### config.mk
export PLATFORM = sky130hd
export DESIGN_NAME = gpio_pinctrl
export DESIGN_NICKNAME = d
export VERILOG_FILES = /design/src/rtl/gpio_pctl_pkg.sv /design/src/rtl/gpio_pctl_sync.sv /design/src/rtl/gpio_pctl_debounce.sv /design/src/rtl/gpio_pctl_pinout.sv /design/src/rtl/gpio_pctl_irq.sv /design/src/rtl/gpio_pinctrl.sv
export SDC_FILE = /design/constraint.sdc
export NUM_CORES = 1
export LEC_CHECK = 0
export BUFFER_PORTS_ARGS = -buffer_cell sky130_fd_sc_hd__buf_2
export CAP_MARGIN = 20
export CORE_ASPECT_RATIO = 0.5
export CORE_MARGIN = 2
export CORE_UTILIZATION = 51
export DETAILED_ROUTE_END_ITERATION = 12
export PLACE_DENSITY = 0.69
export SLEW_MARGIN = 20
export SYNTH_ARGS = -nofsm -noshare
export SYNTH_HDL_FRONTEND = slang
export SYNTH_SLANG_ARGS = --single-unit
### constraint.sdc
create_clock -name clk -period 9.1 [get_ports clk]
set_clock_uncertainty 0.1 [all_clocks]
set_input_delay 0.455 -clock clk [delete_from_list [all_inputs] [get_ports clk]]
set_output_delay 0.455 -clock clk [all_outputs]
set_load 0.01 [all_outputs]
### src/rtl/gpio_pctl_pkg.sv
package gpio_pctl_pkg;

    localparam int FN_W  = 3;
    localparam int N_FN  = 1 << FN_W;
    localparam int N_ALT = N_FN - 4;

    localparam logic [FN_W-1:0] FN_GPI = 3'd0;
    localparam logic [FN_W-1:0] FN_GPO = 3'd1;
    localparam logic [FN_W-1:0] FN_IRQ = 3'd2;
    localparam logic [FN_W-1:0] FN_CLK = 3'd3;

    typedef struct packed {
        logic            mask;
        logic            lvl_irq;
        logic            pd;
        logic            pu;
        logic            db_en;
        logic            act_low;
        logic            level;
        logic            opendrain;
        logic            is_in;
        logic [FN_W-1:0] fn;
    } pin_cfg_t;

    localparam int CFG_W = $bits(pin_cfg_t);
    localparam pin_cfg_t CFG_RESET = pin_cfg_t'(12'h808);

    typedef enum logic {
        DB_STABLE  = 1'b0,
        DB_PENDING = 1'b1
    } db_state_t;

endpackage

### src/rtl/gpio_pctl_sync.sv
module gpio_pctl_sync #(
    parameter int W = 5
) (
    input  logic         clk,
    input  logic         rst_n,
    input  logic [W-1:0] d,
    output logic [W-1:0] q
);
    logic [W-1:0] meta_q;

    always_ff @(posedge clk or negedge rst_n) begin
        if (!rst_n) begin
            meta_q <= '0;
            q      <= '0;
        end else begin
            meta_q <= d;
            q      <= meta_q;
        end
    end
endmodule

### src/rtl/gpio_pctl_debounce.sv
module gpio_pctl_debounce
    import gpio_pctl_pkg::*;
#(
    parameter int CW = 8
) (
    input  logic          clk,
    input  logic          rst_n,
    input  logic          tick,
    input  logic          din,
    input  logic [CW-1:0] thresh,
    output logic          q
);
    db_state_t     st_q, st_d;
    logic [CW-1:0] cnt_q, cnt_d;
    logic          q_d;
    logic [CW:0]   cnt_inc;

    always_comb begin
        cnt_inc = {1'b0, cnt_q} + 1'b1;
        st_d    = st_q;
        cnt_d   = cnt_q;
        q_d     = q;
        unique case (st_q)
            DB_STABLE: begin
                if (din != q) begin
                    st_d  = DB_PENDING;
                    cnt_d = '0;
                end
            end
            DB_PENDING: begin
                if (din == q) begin
                    st_d  = DB_STABLE;
                    cnt_d = '0;
                end else if (tick) begin
                    if (cnt_inc >= {1'b0, thresh}) begin
                        q_d   = din;
                        st_d  = DB_STABLE;
                        cnt_d = '0;
                    end else begin
                        cnt_d = cnt_inc[CW-1:0];
                    end
                end
            end
        endcase
    end

    always_ff @(posedge clk or negedge rst_n) begin
        if (!rst_n) st_q <= DB_STABLE;
        else        st_q <= st_d;
    end

    always_ff @(posedge clk or negedge rst_n) begin
        if (!rst_n) begin
            cnt_q <= '0;
            q     <= 1'b0;
        end else begin
            cnt_q <= cnt_d;
            q     <= q_d;
        end
    end

    AST_DB_TICK_ONLY: assert property (@(posedge clk) disable iff (!rst_n)
        !tick |=> $stable(q));

    AST_DB_NO_SPURIOUS: assert property (@(posedge clk) disable iff (!rst_n)
        (din == q) |=> $stable(q));
endmodule

### src/rtl/gpio_pctl_pinout.sv
module gpio_pctl_pinout
    import gpio_pctl_pkg::*;
#(
    parameter logic [N_FN-1:0] FN_OK = '1
) (
    input  pin_cfg_t         cfg,
    input  logic             irq,
    input  logic             clk_alt,
    input  logic [N_ALT-1:0] alt,
    output logic             oe,
    output logic             out,
    output logic             pu,
    output logic             pd
);
    logic drive;
    logic val;

    always_comb begin
        unique case (cfg.fn)
            FN_GPI:  val = 1'b0;
            FN_GPO:  val = cfg.level;
            FN_IRQ:  val = irq;
            FN_CLK:  val = clk_alt;
            default: val = alt[cfg.fn[1:0]];
        endcase
    end

    assign drive = !cfg.is_in && (cfg.fn != FN_GPI) && FN_OK[cfg.fn];

    always_comb begin
        oe  = 1'b0;
        out = 1'b0;
        if (drive) begin
            if (cfg.opendrain) begin
                oe = !val;
            end else begin
                oe  = 1'b1;
                out = val;
            end
        end
    end

    assign pu = cfg.pu && !cfg.pd;
    assign pd = cfg.pd && !cfg.pu;
endmodule

### src/rtl/gpio_pctl_irq.sv
module gpio_pctl_irq #(
    parameter int N = 5
) (
    input  logic         clk,
    input  logic         rst_n,
    input  logic [N-1:0] cond,
    input  logic [N-1:0] lvl_mode,
    input  logic [N-1:0] mask,
    input  logic [N-1:0] clr,
    output logic [N-1:0] stat,
    output logic         irq
);
    logic [N-1:0] cond_q;
    logic [N-1:0] stat_d;

    always_comb begin
        for (int i = 0; i < N; i++) begin
            if (lvl_mode[i]) stat_d[i] = cond[i];
            else             stat_d[i] = (stat[i] && !clr[i]) || (cond[i] != cond_q[i]);
        end
    end

    always_ff @(posedge clk or negedge rst_n) begin
        if (!rst_n) begin
            cond_q <= '0;
            stat   <= '0;
        end else begin
            cond_q <= cond;
            stat   <= stat_d;
        end
    end

    assign irq = |(stat & ~mask);

    for (genvar g = 0; g < N; g++) begin : g_chk
        AST_EDGE_STICKY: assert property (@(posedge clk) disable iff (!rst_n)
            (stat[g] && !lvl_mode[g] && !clr[g]) |=> stat[g]);
        AST_LEVEL_TRACK: assert property (@(posedge clk) disable iff (!rst_n)
            lvl_mode[g] |=> (stat[g] == $past(cond[g])));
        AST_MASK_QUIET: assert property (@(posedge clk) disable iff (!rst_n)
            (stat == (1 << g)) && mask[g] |-> !irq);
    end
endmodule

### src/rtl/gpio_pinctrl.sv
module gpio_pinctrl
    import gpio_pctl_pkg::*;
#(
    parameter int                   NPINS     = 5,
    parameter int                   DBW       = 8,
    parameter logic [DBW-1:0]       DB_RESET  = 8'd16,
    parameter logic [NPINS*N_FN-1:0] FN_ALLOW = 40'hFF_7F_7F_FF_FF,
    localparam int                  AW        = $clog2(NPINS + 3),
    localparam int                  DW        = CFG_W
) (
    input  logic                   clk,
    input  logic                   rst_n,
    input  logic                   reg_we,
    input  logic [AW-1:0]          reg_addr,
    input  logic [DW-1:0]          reg_wdata,
    output logic [DW-1:0]          reg_rdata,
    input  logic                   db_tick,
    input  logic [NPINS-1:0]       pin_in,
    input  logic [NPINS-1:0]       clk_alt,
    input  logic [NPINS*N_ALT-1:0] alt_sig,
    output logic [NPINS-1:0]       pad_out,
    output logic [NPINS-1:0]       pad_oe,
    output logic [NPINS-1:0]       pad_pu,
    output logic [NPINS-1:0]       pad_pd,
    output logic                   irq
);
    localparam logic [AW-1:0] ADDR_STAT = AW'(NPINS);
    localparam logic [AW-1:0] ADDR_DBT  = AW'(NPINS + 1);
    localparam logic [AW-1:0] ADDR_COND = AW'(NPINS + 2);

    pin_cfg_t         cfg_q [NPINS];
    logic [DBW-1:0]   thresh_q;
    logic [NPINS-1:0] sync_in, filt, cond, lvl_mode, mask, clr, stat;

    // register file
    for (genvar g = 0; g < NPINS; g++) begin : g_cfg
        always_ff @(posedge clk or negedge rst_n) begin
            if (!rst_n)                                cfg_q[g] <= CFG_RESET;
            else if (reg_we && reg_addr == AW'(g))     cfg_q[g] <= pin_cfg_t'(reg_wdata);
        end
    end

    always_ff @(posedge clk or negedge rst_n) begin
        if (!rst_n)                              thresh_q <= DB_RESET;
        else if (reg_we && reg_addr == ADDR_DBT) thresh_q <= reg_wdata[DBW-1:0];
    end

    assign clr = (reg_we && reg_addr == ADDR_STAT) ? reg_wdata[NPINS-1:0] : '0;

    always_comb begin
        reg_rdata = '0;
        for (int i = 0; i < NPINS; i++) begin
            if (reg_addr == AW'(i)) reg_rdata = cfg_q[i];
        end
        if (reg_addr == ADDR_STAT) reg_rdata = DW'(stat);
        if (reg_addr == ADDR_DBT)  reg_rdata = DW'(thresh_q);
        if (reg_addr == ADDR_COND) reg_rdata = DW'(cond);
    end

    // input path
    gpio_pctl_sync #(.W(NPINS)) u_sync (
        .clk   (clk),
        .rst_n (rst_n),
        .d     (pin_in),
        .q     (sync_in)
    );

    for (genvar g = 0; g < NPINS; g++) begin : g_pin
        logic deb_q;

        gpio_pctl_debounce #(.CW(DBW)) u_deb (
            .clk    (clk),
            .rst_n  (rst_n),
            .tick   (db_tick),
            .din    (sync_in[g]),
            .thresh (thresh_q),
            .q      (deb_q)
        );

        assign filt[g]     = cfg_q[g].db_en ? deb_q : sync_in[g];
        assign cond[g]     = filt[g] ^ cfg_q[g].act_low;
        assign lvl_mode[g] = cfg_q[g].lvl_irq;
        assign mask[g]     = cfg_q[g].mask;

        gpio_pctl_pinout #(.FN_OK(FN_ALLOW[g*N_FN +: N_FN])) u_out (
            .cfg     (cfg_q[g]),
            .irq     (irq),
            .clk_alt (clk_alt[g]),
            .alt     (alt_sig[g*N_ALT +: N_ALT]),
            .oe      (pad_oe[g]),
            .out     (pad_out[g]),
            .pu      (pad_pu[g]),
            .pd      (pad_pd[g])
        );

        AST_ILLEGAL_FN_OFF: assert property (@(posedge clk) disable iff (!rst_n)
            !FN_ALLOW[g*N_FN + int'(cfg_q[g].fn)] |-> !pad_oe[g]);
        AST_INPUT_NO_DRIVE: assert property (@(posedge clk) disable iff (!rst_n)
            cfg_q[g].is_in |-> (!pad_oe[g] && !pad_out[g]));
        AST_OD_NO_HIGH: assert property (@(posedge clk) disable iff (!rst_n)
            cfg_q[g].opendrain |-> !pad_out[g]);
    end

    gpio_pctl_irq #(.N(NPINS)) u_irq (
        .clk      (clk),
        .rst_n    (rst_n),
        .cond     (cond),
        .lvl_mode (lvl_mode),
        .mask     (mask),
        .clr      (clr),
        .stat     (stat),
        .irq      (irq)
    );
endmodule

## Yosys cells after proc, flatten, opt, wreduce, memory -nomap -nowiden

Memories as Yosys holds them, arrays and structs flattened.
Cells that the tools add are included.

| storage, ports and cells | value |
|---|---|
| register bits | 138 |
| memory bits (read-only) | 40 |
| memories kept | 5 |

Memory list:

| memory | depth | width | read ports | clocked after memory_dff | write ports | line | RTL |
|---|---|---|---|---|---|---|---|
| (no name shown) | 8 | 1 | 1 | 0 | 0 | gpio_pctl_pinout.sv:28 | `assign drive = !cfg.is_in && (cfg.fn != FN_GPI) && FN_OK[cfg.fn];` |
| (no name shown) | 8 | 1 | 1 | 0 | 0 | gpio_pctl_pinout.sv:28 |  |
| (no name shown) | 8 | 1 | 1 | 0 | 0 | gpio_pctl_pinout.sv:28 |  |
| (no name shown) | 8 | 1 | 1 | 0 | 0 | gpio_pctl_pinout.sv:28 |  |
| (no name shown) | 8 | 1 | 1 | 0 | 0 | gpio_pctl_pinout.sv:28 |  |

| cells by class | value |
|---|---|
| reduce and logical (&&, ||, !) cells | 84 |
| add/sub/neg operators | 5 |
| bitwise logic cells | 17 |
| $lt $le $gt $ge | 15 |
| eq/ne operators | 47 |
| muxes and demuxes | 109 |

Operators by type and width:

| cell | count |
|---|---|
| $mux 8 | 20 |
| $mux 12 | 8 |
| $pmux 8 s2 | 5 |
| $mux 1 | 60 |
| $add 8x1->9 const B | 5 |
| $ge 9x8->1 | 5 |
| $eq 3x2->1 const B | 12 |
| $logic_and 1x1->1 | 32 |
| $logic_not 1->1 | 25 |
| $lt 3x4->1 const B | 5 |
| $pmux 1 s4 | 5 |
| $reduce_and 4->1 | 5 |
| $eq 3x1->1 const B | 6 |
| $logic_not 3->1 | 6 |
| $lt 2x3->1 const B | 5 |
| $ne 3x3->1 const B | 5 |
| $reduce_bool 3->1 | 5 |
| $eq 3x3->1 const B | 4 |
| $bmux 1 s2 | 5 |
| $ne 1x1->1 | 10 |
| $ne 2x1->1 const B | 5 |
| $not 1->1 | 10 |
| $pmux 1 s2 | 5 |
| $reduce_and 2->1 | 5 |
| 7 further kinds | 19 |

## Logic depth before layout (Yosys ltp)

Gate-level depths: netlist of the first run.

| depth | value |
|---|---|
| depth after elaboration | 9 |
| depth in mapped cells | 10 |

## Cells and area by module

Synthesis of the first run repeated with hierarchy kept, for this count alone.

| unflattened totals | value |
|---|---|
| cells, all modules | 789 |
| area total of the unflattened synthesis | 8645.8 µm² |

By module, submodules not included:

| module | seq. area each (µm²) | area each (µm²) | times used | cells an instance |
|---|---|---|---|---|
| gpio_pinctrl | 1715.4 | 3422.0 | 1 | 262 |
| gpio_pctl_debounce at g_pin[0].u_deb ... | 250.2 | 770.7 | 4 | 79 |
| gpio_pctl_debounce at g_pin[2].u_deb | 250.2 | 742.0 | 1 | 80 |
| gpio_pctl_pinout at g_pin[0].u_out ... | 0.0 | 155.1 | 3 | 17 |
| gpio_pctl_irq | 250.2 | 437.9 | 1 | 42 |
| gpio_pctl_sync | 250.2 | 250.2 | 1 | 10 |
| gpio_pctl_pinout at g_pin[2].u_out ... | 0.0 | 122.6 | 2 | 14 |

## Least setup slack after synthesis of the first run

No wires, ideal clock.

| timing path | value |
|---|---|
| path type | register -> register |
| start point | register g_pin[2].u_deb.cnt_q[0] |
| end point | register g_pin[2].u_deb.q |
| path buffers | 0 |
| data arrival time | 2731 ps |
| required time | 8875 ps |
| period minus slack after synthesis | 2956 ps |
| stages on the path, launching flop included | 11 |
| path slack | 6144 ps |
| library setup time | 125 ps |
| cell sequence | dfrtp_1 ha_1 and3_1 nor2b_1 or2_2 ha_1 a21o_1 a221o_1 a31oi_4 a21oi_2 mux2_4 |

| on the way | value |
|---|---|
| longest elaborated chain between the ends | 3 |

RTL lines:

| what | line | RTL |
|---|---|---|
| start, declared | gpio_pctl_debounce.sv:14 | `logic [CW-1:0] cnt_q, cnt_d;` |
| start signal, assigned | gpio_pctl_debounce.sv:57 | `cnt_q <= cnt_d;` |
| $add 8x1->9 | gpio_pctl_debounce.sv:19 | `cnt_inc = {1'b0, cnt_q} + 1'b1;` |
| $ge 9x8->1 | gpio_pctl_debounce.sv:35 | `if (cnt_inc >= {1'b0, thresh}) begin` |
| $reduce_and 4->1 (no line) | -- |  |
| end signal, assigned | gpio_pctl_debounce.sv:58 | `q <= q_d;` |
| end, declared | gpio_pctl_debounce.sv:11 | `output logic q` |

Every way passes these cells.
A chain may end at the register's enable or synchronous reset.

## Final worst setup path of the first run

Ends and elaborated chain as after synthesis.

==> metrics.log, run 1 <==
[metrics] outcome: finished, violations left
[metrics] violated checks: hold timing
[metrics] setup repair after global routing missed its margin: false
[metrics] number of vias after detailed routing: a little over 6,000
[metrics] Synth Cell Area: 8290 µm²
[metrics] DRC Markers: 0
[metrics] Cell Count, Final, Fillers Out: ~1,100
[metrics] source-to-sink clock delay at the later pin of the worst-skew pair: between 0.4 and 0.5 ns
[metrics] Die Span X: 184 µm
[metrics] crit path launch type: flop
[metrics] transition time at the pin with the least slew margin: 0.838 ns
[metrics] proportion of power drawn by the clock network: 31.4%
[metrics] count of final max-slew check failures: 0
[metrics] antenna cells: 0
[metrics] sum of internal, switching and leakage power: ~2.2 mW
[metrics] first-pass GRT wire length: 30,600 µm
[metrics] post-route worst hold slack: -0.00350 ns
[metrics] core box area: 15,700 µm²
[metrics] die height: 94.2 µm
[metrics] Ys Warns: 0
[metrics] static leakage power: 4.39 nW
[metrics] Pwr per Cell Area: 239 nW/µm²
[metrics] switching power: ~0.8 mW
[metrics] maxcap violations: 0
[metrics] number of synthesized register bits: 138
[metrics] clock sinks: 138
[metrics] biggest area contributors in the synthesized netlist: dfrtp_1, mux2_2, ha_1, mux4_2, dfstp_2
[metrics] total nets after synthesis: about 860
[metrics] synthesized area per cell: about 11 µm²
[metrics] Multi-input gate area: between 4000 and 5000 µm²
[metrics] count of placed standard cells including taps: 1,030
[metrics] total congestion overflow after global routing: 0
[metrics] number of hold buffers added after CTS: 0
[metrics] TritonCTS clock tree: done
[metrics] final period demand of the worst path: 3.23 ns
[metrics] final routed wirelength across all metal layers: around 19,000 µm
[metrics] initial antenna violation count: 0
[metrics] share of total power in sequential cells: 39.9%
[metrics] number of placed I/O pins: 82
[metrics] arrival time worst endpoint: 3.43 ns
[metrics] length of the first detailed-routing pass in iterations: 5
[metrics] post-DR wirelength/cell: roughly 18 µm
[metrics] Main synth FF type: dfrtp_1
[metrics] via density per instance: 5.83
[metrics] maximum fanout encountered on the critical timing path: 9
[metrics] post-synth cell types: 58
[metrics] buffers inserted during post-CTS setup optimization: 0
[metrics] total routing usage reported by global routing: 23.0%
[metrics] Peak VDD IR: 0.147 mV
[metrics] Clock Path Buffers: 2
[metrics] weighted congestion reported at the end of routability-driven placement: 0.914
[metrics] CTS resizes: 0
[metrics] Detailed Route Iter0 Violations: 436
[metrics] hpwl dp: about 13,000 µm
[metrics] type of destination of the critical path: flop
[metrics] initial cell density of the core: roughly 53%
[metrics] Crit Path Class: flop to flop
[metrics] Post-synth EDFFs: 0
[metrics] fillers: 1,288
[metrics] Row Count: 32
[metrics] Final ANT Viol Nets: 0
[metrics] CTS root buf: clkbuf_16
[metrics] worst max-slew margin expressed relative to the limit: 44.1%
[metrics] vias in the first global route: 6,097
[metrics] pin count of the biggest net entering global routing: 89
[metrics] final hold violation count: 8
[metrics] synthesized instance count: between 700 and 800
[metrics] Worst Hold Class: input port to asynchronous set/reset pin
[metrics] share of the cycle needed by the critical path after routing: between 30 and 40%
[metrics] Cell Int Power: 1.44 mW
[metrics] fraction of power spent switching nets: roughly 36%
[metrics] total of endpoints with negative setup slack in the final report: 0
[metrics] sequential element share of the synthesized area: 41.8%
[metrics] total negative setup slack: 0 ns
[metrics] Storage cell area: between 3000 and 4000 µm²
[metrics] Required @ worst endpoint: ~9.3 ns
[metrics] share of async-settable or async-resettable flops after synthesis: 100%
[metrics] H-tree Lvls: 4
[metrics] maximum clock frequency: 310 MHz
[metrics] CTS clock-pin slew for the worst setup and hold paths: 0.07 ns
[metrics] power share of the combinational group: between 20% and 30%
[metrics] clock buffer count from CTS: 17
[metrics] proportion of netlist area held by the largest area contributor: 38.3%
[metrics] layout net count: approximately 920
[metrics] fraction of layout instances using a drive strength above 1: 27.5%
[metrics] post-synthesis to final-layout area growth: 13.0%
[metrics] largest area contributor in the netlist: dfrtp_1
[metrics] area of the die: about 17,000 µm²
[metrics] # port buffers: 81
==> flip-flops by register name (all words and copies together), names as in the netlist <==
register and count:
g_pin.u_deb.q 5, u_irq.stat 5, g_pin.u_deb.cnt_q 40, cfg_q 60
thresh_q 8, u_sync.meta_q 5, g_pin.u_deb.st_q 5, u_sync.q 5
u_irq.cond_q 5
==> per-stage QoR <==
stage	utilization [%]	setup slack [ns]	instance area (µm²)
after floorplan	-	6.14	8290
after CTS	59.8	5.87	9360
final	59.8	5.87	9370
after detailed placement	55.9	5.90	8760
after global placement	55.9	6.02	8750
after global routing	59.8	5.76	9370
==> routing by layer <==
metal,global-route usage [%],vias to the layer above,wire length [µm]
li1,-,2930,-
met1,29.8,3081,8660
met2,39.1,147,9190
met3,4.50,29,882
met4,7.93,0,272
met5,0,-,0
==> cells in the mapped netlist (13+ instances only) <==
library cell  instances
nor2_1               24
nor2b_1              32
inv_1                31
mux2_2               70
and3_1               22
a21oi_1              21
dfrtp_1             127
o21ai_0              35
nand2_1              67
xor2_1               16
mux2i_1              20
a32o_1               14
ha_1                 45
xnor2_1              20
mux4_2               13
buf_4                22
nand3_1              26
==> worst paths after layout <==
path / from / endpoint / slack [ns] / depth (start not counted)
worst min register to register: u_sync.meta_q[3] / u_sync.q[3] / 0.25 / 0
min in group clk: pin_in[4] / u_sync.meta_q[4] / 0.04 / 1
worst max-delay path: g_pin[2].u_deb.cnt_q[0] / g_pin[2].u_deb.q / 5.87 / 10
max in group asynchronous: rst_n / cfg_q[24] / 7.78 / 2
worst max register to register: g_pin[2].u_deb.cnt_q[0] / g_pin[2].u_deb.q / 5.87 / 10
worst min-delay path: rst_n / g_pin[2].u_deb.cnt_q[5] / -0.004 / 1
==> area by class of cell <==
cell class	count	area share [%]
Timing Repair Buffer	82	4.47
Clock inverter	15	1.84
Clock buffer	17	4.54
Tap cell	221	2.95
Inverter	31	1.24
Sequential cell	138	37.0
Multi-Input combinational cell	558	47.9
==> layout by cell type, fill, tap and decap left out, types with 9 or more instances in the layout <==
master     count
o21ai_0       35
nand2_1       67
nand3_1       26
and3_1        22
a21oi_1       21
nand4_1       11
inv_1         31
dfstp_2       11
mux4_2        13
dfrtp_1      127
mux2_2        70
ha_1          45
nand2b_1       9
xor2_1        16
mux2i_1       20
a32o_1        14
xnor2_1       20
nor2b_1       32
a21o_1        10
nor2_1        24
clkbuf_16     17
buf_2         80
==> critical path, cell delays in order, from the launching register on <==
cell and delay (ns):
dfrtp_1 0.45, ha_1 0.27, and3_1 0.23, nor2b_1 0.16, or2_2 0.28, ha_1 0.30
a21o_1 0.20, a221o_1 0.40, a31oi_4 0.30, a21oi_2 0.12, mux2_4 0.30
==> cells by family after synthesis <==
family	share of synthesized area [%]
adders and majority gates	6.79
buffers and inverters	4.21
DFF	41.8
and+or+nand+nor	14.8
AOI/OAI and AO/OA	12.3
muxes	16.3
xor gates and xnor gates	3.80
==> power groups by stage <==
| stage | combinational (mW) | clock [mW] | sequential, mW |
|---|---|---|---|
| finish | 0.640 | 0.703 | 0.893 |
| global route | 0.715 | 0.744 | 0.912 |
| CTS | 0.642 | 0.715 | 0.889 |
| detailed placement | 0.634 | 0 | 0.900 |
| global placement | 0.615 | 0 | 0.893 |
| floorplan | 0.498 | 0 | 0.853 |
Power figures use the tool's default switching activity.
==> run 2, diff against run 1 <==
Settings changed: ABC_AREA from default to 1.
Clock period 9.1 ns to 3.1 ns, I/O delays scaled along.
==> metrics.log, run 2 <==
[metrics] count of final max-slew check failures: 0 (unchanged)
[metrics] maximum clock frequency: 376 MHz (was 310 MHz)
[metrics] setup repair after global routing missed its margin: false (unchanged)
[metrics] maxcap violations: 0 (unchanged)
[metrics] CTS clock-pin slew for the worst setup and hold paths: 0.06 ns (was 0.07 ns)
[metrics] final hold violation count: 0 (was 8)
[metrics] vias in the first global route: 7,298 (was 6,097)
[metrics] Die Span X: 187 µm (was 184 µm)
[metrics] post-synth cell types: 37 (was 58)
[metrics] reg-to-reg setup timing slack: 0.44 ns (was 5.87 ns)
[metrics] hpwl dp: 15,200 µm (was 13,500 µm)
[metrics] sequential element share of the synthesized area: 40.8% (was 41.8%)
[metrics] met3 capacity usage during global routing: 6.22% (was 4.50%)
[metrics] Synth Cell Area: 8500 µm² (was 8290 µm²)
[metrics] number of flip-flops under the largest register name: 60 (unchanged)
[metrics] final design utilization: 59.2% (was 59.8%)
[metrics] core box area: 16,400 µm² (was 15,700 µm²)
[metrics] final period demand of the worst path: 2.66 ns (was 3.23 ns)
[metrics] share of async-settable or async-resettable flops after synthesis: 100% (unchanged)
[metrics] length of the first detailed-routing pass in iterations: 5 (unchanged)
[metrics] number of placed I/O pins: 82 (unchanged)
[metrics] r2r startpoint: g_pin[2].u_deb.cnt_q[0] (unchanged)
[metrics] initial antenna violation count: 0 (unchanged)
[metrics] Crit Path Class: flop to flop (unchanged)
[metrics] layout net count: 1,290 (was 922)
[metrics] Cell Count, Final, Fillers Out: 1,436 (was 1,062)
[metrics] arrival time worst endpoint: 2.89 ns (was 3.43 ns)
[metrics] most frequent cell after synthesis: nand2_1 (was dfrtp_1)
[metrics] met2 demand-to-capacity share in global routing: 43.7% (was 39.1%)
[metrics] worst max-slew margin expressed relative to the limit: 45.1% (was 44.1%)
[metrics] met1 usage: 30.6% (was 29.8%)
[metrics] Detailed Route Iter0 Violations: 458 (was 436)
[metrics] H-tree Lvls: 4 (unchanged)
[metrics] sum of internal, switching and leakage power: 6.45 mW (was 2.24 mW)
[metrics] fraction of layout instances using a drive strength above 1: 13.9% (was 27.5%)
[metrics] Ys Warns: 0 (unchanged)
[metrics] weighted congestion reported at the end of routability-driven placement: 0.885 (was 0.914)
[metrics] Clock Path Buffers: 2 (unchanged)
[metrics] largest registers: cfg_q (60), g_pin.u_deb.cnt_q (40), thresh_q (8) (unchanged)
[metrics] Pwr per Cell Area: 667 nW/µm² (was 239 nW/µm²)
[metrics] worst reg2reg path endpoint: g_pin[2].u_deb.cnt_q[2] (was g_pin[2].u_deb.q)
[metrics] buffers inserted during post-CTS setup optimization: 0 (unchanged)
[metrics] pin count of the biggest net entering global routing: 79 (was 89)
[metrics] leading cell type in the layout, fill and taps excluded: nand2_1 (was dfrtp_1)
[metrics] type of destination of the critical path: flop (unchanged)
[metrics] area of the die: 17,800 µm² (was 17,400 µm²)
[metrics] capture point of the critical path: g_pin[2].u_deb.cnt_q[2] (was g_pin[2].u_deb.q)
[metrics] antenna cells: 0 (unchanged)
[metrics] synthesized instance count: 1,123 (was 764)
[metrics] maximum fanout encountered on the critical timing path: 11 (was 9)
[metrics] launching element of the worst setup path: g_pin[2].u_deb.cnt_q[0] (unchanged)
[metrics] proportion of power drawn by the clock network: 32.4% (was 31.4%)
[metrics] first-pass GRT wire length: 35,100 µm (was 30,600 µm)
[metrics] static leakage power: 5.00 nW (was 4.39 nW)
[metrics] Required @ worst endpoint: 3.33 ns (was 9.30 ns)
[metrics] via density per instance: 5.27 (was 5.83)
[metrics] share of the cycle needed by the critical path after routing: 85.9% (was 35.5%)
[metrics] # port buffers: 81 (unchanged)
[metrics] transition time at the pin with the least slew margin: 0.822 ns (was 0.838 ns)
[metrics] initial cell density of the core: 52.0% (was 52.9%)
[metrics] number of synthesized register bits: 138 (unchanged)
[metrics] worst-case reg-to-reg path depth: 13 (was 10)
[metrics] crit path launch type: flop (unchanged)
[metrics] outcome: completed (was finished, violations left)
[metrics] Row Count: 33 (was 32)
[metrics] fraction of power spent switching nets: 37.6% (was 35.6%)
[metrics] CTS root buf: clkbuf_16 (unchanged)
[metrics] die height: 95.3 µm (was 94.2 µm)
[metrics] Peak VDD IR: 0.496 mV (was 0.147 mV)
[metrics] Main synth FF type: dfrtp_1 (unchanged)
[metrics] number of vias after detailed routing: 7,574 (was 6,187)
[metrics] post-DR wirelength/cell: 14.8 µm (was 17.9 µm)
[metrics] final routed wirelength across all metal layers: 21,300 µm (was 19,000 µm)
[metrics] largest area contributor in the netlist: dfrtp_1 (unchanged)
[metrics] register with the highest flop count: cfg_q (unchanged)
[metrics] clock sinks: 138 (unchanged)
[metrics] biggest area contributors in the synthesized netlist: dfrtp_1, nand2_1, ha_1, inv_1, o21ai_0 (was dfrtp_1, mux2_2, ha_1, mux4_2, dfstp_2)
[metrics] Post-synth EDFFs: 0 (unchanged)
[metrics] total routing usage reported by global routing: 24.9% (was 23.0%)
[metrics] proportion of netlist area held by the largest area contributor: 37.4% (was 38.3%)
[metrics] Final ANT Viol Nets: 0 (unchanged)
[metrics] Worst Hold Class: input port to flop (was input port to asynchronous set/reset pin)
[metrics] source-to-sink clock delay at the later pin of the worst-skew pair: 0.43 ns (was 0.42 ns)
[metrics] clock buffer count from CTS: 17 (unchanged)
[metrics] share of total power in sequential cells: 38.7% (was 39.9%)
[metrics] DRC Markers: 0 (unchanged)
[metrics] count of placed standard cells including taps: 1,390 (was 1,030)
[metrics] routing layer with the top usage in global route: met2 (unchanged)
[metrics] switching power: 2.42 mW (was 0.797 mW)
[metrics] total negative setup slack: 0 ns (unchanged)
[metrics] total nets after synthesis: 1,217 (was 858)
[metrics] synthesized area per cell: 7.57 µm² (was 10.8 µm²)
[metrics] TritonCTS clock tree: done (unchanged)
[metrics] power share of the combinational group: 28.9% (was 28.6%)
[metrics] post-synthesis to final-layout area growth: 13.9% (was 13.0%)
[metrics] Cell Int Power: 4.03 mW (was 1.44 mW)
[metrics] total congestion overflow after global routing: 0 (unchanged)
[metrics] total of endpoints with negative setup slack in the final report: 0 (unchanged)
[metrics] commonest cells in the netlist: nand2_1, inv_1, dfrtp_1 (was dfrtp_1, mux2_2, nand2_1)
[metrics] leading cell types in the layout, fill and taps excluded: nand2_1, inv_1, dfrtp_1, buf_2, nor2_1 (was dfrtp_1, buf_2, mux2_2, nand2_1, ha_1)
## run 2: changes by cell type after synthesis, sizes merged, moves of 17 or more
cell / change
and3: -25
inv: +127
mux2: -73
mux2i: -20
nand2: +260
nand3: +32
nor2: +56
nor2b: -32
o21ai: +49
o22ai: +42
xor2: +17
## run 2: per-layer routing
layer	part of all wire, %	up-vias
li1	-	3798
met1	45	3540
met3	5.5	38
met5	0	-
met2	48	198
met4	1.8	0
## run 2: power by group through the flow
stage	combinational, mW	sequential, mW	clock, mW
2_1_floorplan	1.48	2.39	0
3_3_place_gp	1.77	2.50	0
3_5_place_dp	1.83	2.52	0
4_1_cts	1.86	2.49	2.10
5_1_grt	2.12	2.54	2.19
6_report	1.86	2.50	2.09
## run 2: worst min-delay path by stage
stage	from	end	slack, ns	cells past startpoint
2_1_floorplan	rst_n	cfg_q[0]	-0.24	0
3_3_place_gp	rst_n	cfg_q[20]	0.14	1
3_5_place_dp	rst_n	cfg_q[9]	0.14	1
4_1_cts	reg_wdata[0]	u_irq.stat[0]	0.005	4
5_1_grt	reg_wdata[0]	u_irq.stat[0]	0.03	4
6_report	reg_wdata[0]	u_irq.stat[0]	0.02	4
## run 2: layout make-up
cell class / instances / area [µm²]
Inverter: 158 / 593
Clock inverter: 14 / 164
Timing Repair Buffer: 100 / 589
Tap cell: 227 / 284
Sequential cell: 138 / 3470
Multi-Input combinational cell: 781 / 4150
Clock buffer: 18 / 429
Fill cell: 1529 / 6680
## run 2: what timing repair did
item,in CTS,in global routing
endpoints found under the hold margin,96,0
hold buffers,14,0
gates resized for setup,0,0
setup endpoints to repair,0,0
## run 2: metrics by stage
stage	worst slack, ns	hold WS [ns]	area (µm²)
6_report	0.437	0.0175	9680
3_3_place_gp	0.535	0.137	8940
2_1_floorplan	0.835	-0.241	8500
5_1_grt	0.171	0.0287	9680
4_1_cts	0.451	0.00489	9680
3_5_place_dp	0.457	0.137	8940
## run 2: cell families after synthesis
| family | count (synthesis) | share of synthesized area, % |
|---|---|---|
| adders and majority gates | 45 | 6.63 |
| AOI/OAI and AO/OA | 195 | 13.6 |
| buffers and inverters | 204 | 10.4 |
| DFF | 138 | 40.8 |
| and+or+nand+nor | 504 | 24.8 |
| xor gates and xnor gates | 37 | 3.81 |
## run 2: worst max-delay path, stage by stage, from the launching register on
cell and delay [ns]:
dfrtp_1 0.40, ha_1 0.20, nand2_1 0.09, nor2_4 0.15
nand3_1 0.10, xor2_1 0.14, inv_1 0.08, ha_1 0.31
a21o_1 0.19, nand3_1 0.07, nand2_1 0.05, nor2_1 0.09
nand3_1 0.33, o22ai_1 0.26
